<file path="src/rtl/sm_adder_pkg.sv">
package sm_adder_pkg;
  // Selects which magnitude datapath feeds the result register.
  typedef enum logic {
    PATH_SUM  = 1'b0,
    PATH_DIFF = 1'b1
  } sm_path_e;

  typedef struct packed {
    logic sign;
    logic ovf;
  } sm_flags_t;
endpackage

</file>
<file path="src/rtl/sm_operand_split.sv">
module sm_operand_split #(
  parameter int WIDTH = 8
) (
  input  logic [WIDTH-1:0] word_i,
  input  logic             flip_i,
  output logic             sign_o,
  output logic [WIDTH-2:0] mag_o
);
  localparam int MAG_W = WIDTH - 1;

  // The effective sign includes the optional subtract inversion.
  assign sign_o = word_i[MAG_W] ^ flip_i;
  assign mag_o  = word_i[MAG_W-1:0];
endmodule

</file>
<file path="src/rtl/sm_mag_unit.sv">
module sm_mag_unit #(
  parameter int MAG_W      = 7,
  parameter bit BORROW_CMP = 1'b1
) (
  input  logic [MAG_W-1:0] a_mag_i,
  input  logic [MAG_W-1:0] b_mag_i,
  output logic [MAG_W-1:0] sum_o,
  output logic             carry_o,
  output logic [MAG_W-1:0] diff_o,
  output logic             a_gt_o,
  output logic             b_gt_o
);
  logic [MAG_W:0]   wide_sum;
  logic [MAG_W:0]   a_minus_b;
  logic [MAG_W-1:0] b_minus_a;
  logic             a_lt_b;
  logic             mags_eq;

  assign wide_sum  = {1'b0, a_mag_i} + {1'b0, b_mag_i};
  assign sum_o     = wide_sum[MAG_W-1:0];
  assign carry_o   = wide_sum[MAG_W];

  assign a_minus_b = {1'b0, a_mag_i} - {1'b0, b_mag_i};
  assign b_minus_a = b_mag_i - a_mag_i;
  assign mags_eq   = (a_mag_i == b_mag_i);

  // The parameter chooses how the magnitude comparison is made.
  generate
    if (BORROW_CMP) begin : g_borrow_cmp
      // Reuse the borrow of the A-B subtractor as the comparison.
      assign a_lt_b = a_minus_b[MAG_W];
    end else begin : g_direct_cmp
      assign a_lt_b = (a_mag_i < b_mag_i);
    end
  endgenerate

  assign a_gt_o = !a_lt_b && !mags_eq;
  assign b_gt_o = a_lt_b;
  assign diff_o = a_lt_b ? b_minus_a : a_minus_b[MAG_W-1:0];
endmodule

</file>
<file path="src/rtl/sm_adder.sv">
module sm_adder
  import sm_adder_pkg::*;
#(
  parameter int WIDTH      = 8,
  parameter bit BORROW_CMP = 1'b1
) (
  input  logic             clk,
  input  logic             rst,
  input  logic [WIDTH-1:0] a_i,
  input  logic [WIDTH-1:0] b_i,
  input  logic             sub_i,
  output logic [WIDTH-1:0] sum_o,
  output logic             ovf_o
);
  localparam int MAG_W   = WIDTH - 1;
  localparam int N_OPS   = 2;

  logic [WIDTH-1:0] op_word [N_OPS];
  logic [N_OPS-1:0] op_flip;
  logic [N_OPS-1:0] op_sign;
  logic [MAG_W-1:0] op_mag  [N_OPS];

  assign op_word[0] = a_i;
  assign op_word[1] = b_i;
  assign op_flip    = {sub_i, 1'b0};

  generate
    for (genvar g = 0; g < N_OPS; g++) begin : g_split
      sm_operand_split #(.WIDTH(WIDTH)) u_split (
        .word_i (op_word[g]),
        .flip_i (op_flip[g]),
        .sign_o (op_sign[g]),
        .mag_o  (op_mag[g])
      );
    end
  endgenerate

  logic [MAG_W-1:0] m_sum;
  logic             m_carry;
  logic [MAG_W-1:0] m_diff;
  logic             a_gt;
  logic             b_gt;

  sm_mag_unit #(.MAG_W(MAG_W), .BORROW_CMP(BORROW_CMP)) u_mag (
    .a_mag_i (op_mag[0]),
    .b_mag_i (op_mag[1]),
    .sum_o   (m_sum),
    .carry_o (m_carry),
    .diff_o  (m_diff),
    .a_gt_o  (a_gt),
    .b_gt_o  (b_gt)
  );

  sm_path_e         path;
  sm_flags_t        nxt_flags;
  logic [MAG_W-1:0] nxt_mag;

  always_comb begin
    path = (op_sign[0] == op_sign[1]) ? PATH_SUM : PATH_DIFF;
    unique case (path)
      PATH_SUM: begin
        nxt_mag       = m_sum;
        nxt_flags.ovf = m_carry;
        // Keep the sign on carry; otherwise a zero sum becomes +0.
        nxt_flags.sign = op_sign[0] & (m_carry | (|m_sum));
      end
      default: begin
        nxt_mag        = m_diff;
        nxt_flags.ovf  = 1'b0;
        nxt_flags.sign = (a_gt & op_sign[0]) | (b_gt & op_sign[1]);
      end
    endcase
  end

  always_ff @(posedge clk) begin
    if (rst) begin
      sum_o <= '0;
      ovf_o <= 1'b0;
    end else begin
      sum_o <= {nxt_flags.sign, nxt_mag};
      ovf_o <= nxt_flags.ovf;
    end
  end

  // unlike effective signs never flag overflow.
  assert_unlike_no_ovf_R4: assert property (@(posedge clk) disable iff (rst)
    (a_i[MAG_W] != (b_i[MAG_W] ^ sub_i)) |=> !ovf_o);

  // a zero magnitude without overflow is never negative.
  assert_no_neg_zero_R5: assert property (@(posedge clk) disable iff (rst)
    (sum_o[MAG_W-1:0] == '0 && !ovf_o) |-> !sum_o[MAG_W]);

  // an overflowing result keeps the sign of operand A.
  assert_ovf_keeps_sign_R3: assert property (@(posedge clk) disable iff (rst)
    (a_i[MAG_W] == (b_i[MAG_W] ^ sub_i)) |=> (!ovf_o || sum_o[MAG_W] == $past(a_i[MAG_W])));

  // a like-sign result carries the common sign unless it is zero.
  assert_like_sign_R1: assert property (@(posedge clk) disable iff (rst)
    (a_i[MAG_W] == (b_i[MAG_W] ^ sub_i)) |=> (sum_o[MAG_W] == $past(a_i[MAG_W]) || sum_o == '0));

  // subtracting an operand from itself yields positive zero.
  assert_self_sub_zero_R6: assert property (@(posedge clk) disable iff (rst)
    (sub_i && a_i == b_i) |=> (sum_o == '0 && !ovf_o));

  // the difference magnitude never exceeds either operand's larger magnitude.
  assert_diff_bounded_R2: assert property (@(posedge clk) disable iff (rst)
    (path == PATH_DIFF) |-> (m_diff <= op_mag[0] || m_diff <= op_mag[1]));
endmodule

</file>
<file path="config.mk">
export PLATFORM = sky130hd
export DESIGN_NAME = sm_adder
export DESIGN_NICKNAME = d
export VERILOG_FILES = /design/src/rtl/sm_adder_pkg.sv /design/src/rtl/sm_operand_split.sv /design/src/rtl/sm_mag_unit.sv /design/src/rtl/sm_adder.sv
export SDC_FILE = /design/constraint.sdc
export NUM_CORES = 1
export LEC_CHECK = 0
export BUFFER_PORTS_ARGS = -buffer_cell sky130_fd_sc_hd__buf_2
export CORE_ASPECT_RATIO = 1.75
export CORE_MARGIN = 2
export CORE_UTILIZATION = 45
export CTS_CLUSTER_SIZE = 8
export DETAILED_ROUTE_END_ITERATION = 16
export PLACE_DENSITY = 0.79
export SETUP_SLACK_MARGIN = 0.2
export SKIP_CTS_REPAIR_TIMING = 1
export SYNTH_ARGS = -nofsm -noshare
export SYNTH_HDL_FRONTEND = slang
export SYNTH_SLANG_ARGS = --single-unit
</file>
<file path="constraint.sdc">
create_clock -name clk -period 1.9 [get_ports clk]
set_input_delay 0.19 -clock clk [delete_from_list [all_inputs] [get_ports clk]]
set_output_delay 0.19 -clock clk [all_outputs]
set_load 0.01 [all_outputs]
</file>
==> results.md <==
- GR Util met1: 0.186
- Switching power share of the total: 0.373
- Max Buffers Root-to-Sink: 2
- Die Y: 74.8 um
- Clk slew on worst S/H paths: 0.04 ns
- Critical Path Fanout Max: 5
- Net switching power figure: 0.407 mW
- Synth-to-layout area growth: 58.8%
- GRT Util Overall: 0.215
- Pint: 0.685 mW
- Post-synthesis sequential area ratio: 0.140
- Worst setup path end: sum_o[4]$_SDFF_PP0_
- Main synth FF type: dfxtp_1
- Yosys Warn Count: 0
- CTS tree: built
- H-tree depth: 1
- Main area contributors after synthesis: ha_1 (19%), dfxtp_1 (14%), inv_1 (5.5%)
- Syn_nets: 206
- Startpoint types: input pin
- Worst min-delay path category: input pin to flip-flop
- Busiest layer in global routing: met2
- Layout Nets: 274
- Number of clock sinks: 9
- Post-layout min period: 1.80 ns
- Initial DRC count: 68
- GPL Wtd Cong: 0.875
- Antenna cells: 0
- Max IR drop VDD: 253 uV
- CTS root buf: clkbuf_8
- Top cell type by total area after synthesis: ha_1
- DRC Markers: 0
- Global routing usage on met3: 0.0216
- Max-cap viol count: 0
- Placed inst area: 0.00172 mm^2
- Clock power share: 0.203
- IO Pins: 28
- Pwr dens: 533 mW/mm^2
- Wire length of the first global-routing pass: 5.44 mm
- Crit. Startpoint: b_i[4]
- GRT met2 Usage: 0.420
- Antenna violations before repair: 0
- Final Hold Slack: 0.281 ns
- Synth cell types: 45
- Drt pass-1 iters: 5
- Setup violators final: 0
- Worst-margin pin slew: 0.665 ns
- Total CTS buffers: 3
- Max Clock Freq: 555 MHz
- Row count: 25
- Share of flip-flops with an asynchronous set or reset: 0
- ANT nets after route: 0
- Vias in the first global route: 1421
- Tcrit/Tclk final: 0.949
- Post-synth EDFFs: 0
- Outcome: completed
- Most frequent cells after synthesis: ha_1 (20), inv_1 (19), nor2_1 (13)
- Logic pwr share: 0.594
- Layout cells sized above 1: 0.528
- Worst path required time: 2.02 ns
- Initial Util: 0.474
- WL per Instance: 15.7 um
- Vias per inst: 5.72
- Gr ovfl total: 0
- Core Region: 0.00272 mm^2
- Pleak: 0.958 nW
- Die Width: 44.5 um
- Final hold vios: 0
- Reg power frac: 0.203
- RSZ-0062 raised after global routing: true
- Avg Cell Area, Syn: 7.87 um^2
- CP arrival: 1.92 ns
- Critical path type: input pin to flip-flop
- Final Routed Wirelength: 4.04 mm
- Final Max Tran Viols: 0
- Mapped Cells: 164
- # port buffers: 27
- Total number of vias: 1476
- Pin count of the biggest net entering global routing: 13
- Cell with the most instances after synthesis: ha_1
- Synth Register Bits: 9
- Fin area: 0.00205 mm^2
- Worst setup EP type: flip-flop
- Synth top area share: 0.194
- Die area: 0.00333 mm^2
- Syn Std Cell Area: 0.00129 mm^2
- Final HPWL DP: 2.81 mm
- Slew headroom: 0.553
==> area by class of cell <==
cell class	instances	area (um^2)
Clock buffer	4	45.0
Timing Repair Buffer	69	489
Fill cell	179	673
Tap cell	27	33.8
Inverter	20	83.8
Sequential cell	9	180
Multi-Input combinational cell	129	1220
==> power groups by stage <==
stage	registers [mW]	clock network (mW)	logic (mW)
floorplan	0.243	0	0.303
global placement	0.225	0	0.509
detailed placement	0.225	0	0.522
CTS	0.222	0.221	0.526
global route	0.224	0.227	0.699
finish	0.222	0.222	0.648
==> sequential cells by signal, summed over array words and instances (netlist names) <==
name / flops
ovf_o: 1
sum_o: 8
==> worst min-delay path by stage <==
| stage | end | cells past startpoint | from |
|---|---|---|---|
| 2_1_floorplan | sum_o[7]$_SDFF_PP0_ | 2 | a_i[7] |
| 3_3_place_gp | sum_o[3]$_SDFF_PP0_ | 2 | rst |
| 3_5_place_dp | sum_o[3]$_SDFF_PP0_ | 2 | rst |
| 4_1_cts | sum_o[3]$_SDFF_PP0_ | 2 | rst |
| 5_1_grt | sum_o[3]$_SDFF_PP0_ | 2 | rst |
| 6_report | sum_o[3]$_SDFF_PP0_ | 2 | rst |
==> layout by cell type (no fill, tap or decap), types with 3 or more instances in the layout <==
cell type / instances
inv_2: 4
fa_2: 3
clkbuf_8: 3
dfxtp_1: 9
or3_1: 3
ha_1: 7
xnor2_1: 3
buf_2: 24
buf_4: 40
o21ai_1: 3
ha_4: 9
nor3_1: 7
a21o_1: 3
inv_1: 13
ha_2: 4
buf_6: 3
o21a_1: 3
nor2_1: 10
o21ai_0: 4
nand4_1: 4
a21oi_1: 8
a21oi_2: 3
o211ai_1: 3
nand2_1: 8
==> metrics by stage <==
step	std cells	util	setup TNS [ns]	setup slack (ns)	power [mW]
finish	258	0.753	0	0.0966	1.09
floorplan	164	-	0	0.121	0.546
detailed placement	248	0.632	-1.05	-0.217	0.747
global placement	248	0.632	-0.881	-0.200	0.734
global route	258	0.753	0	0.0366	1.15
CTS	252	0.649	0	0.0135	0.969
==> worst max-delay path, cell delays in order <==
cell     delay [ns]
buf_4          0.13
ha_4           0.23
buf_12         0.13
a21oi_4        0.19
o21a_1         0.23
nand2_2        0.13
mux2i_2        0.18
mux2i_1        0.17
mux2_2         0.35
==> routing by layer <==
| layer | routed length, um | up-vias |
|---|---|---|
| met4 | 218 | 0 |
| met1 | 1480 | 692 |
| met2 | 2200 | 53 |
| met3 | 144 | 21 |
| met5 | 0 | - |
| li1 | - | 710 |
==> kinds of logic after synthesis <==
logic type	synth area share
AO/OA/AOI/OAI	0.225
XOR/XNOR	0.0466
adder cells (fa/ha/maj)	0.241
buffers and inverters	0.106
flip-flops	0.140
multiplexers	0.0330
AND/OR/NAND/NOR	0.210
Power figures use the tool's default switching activity.
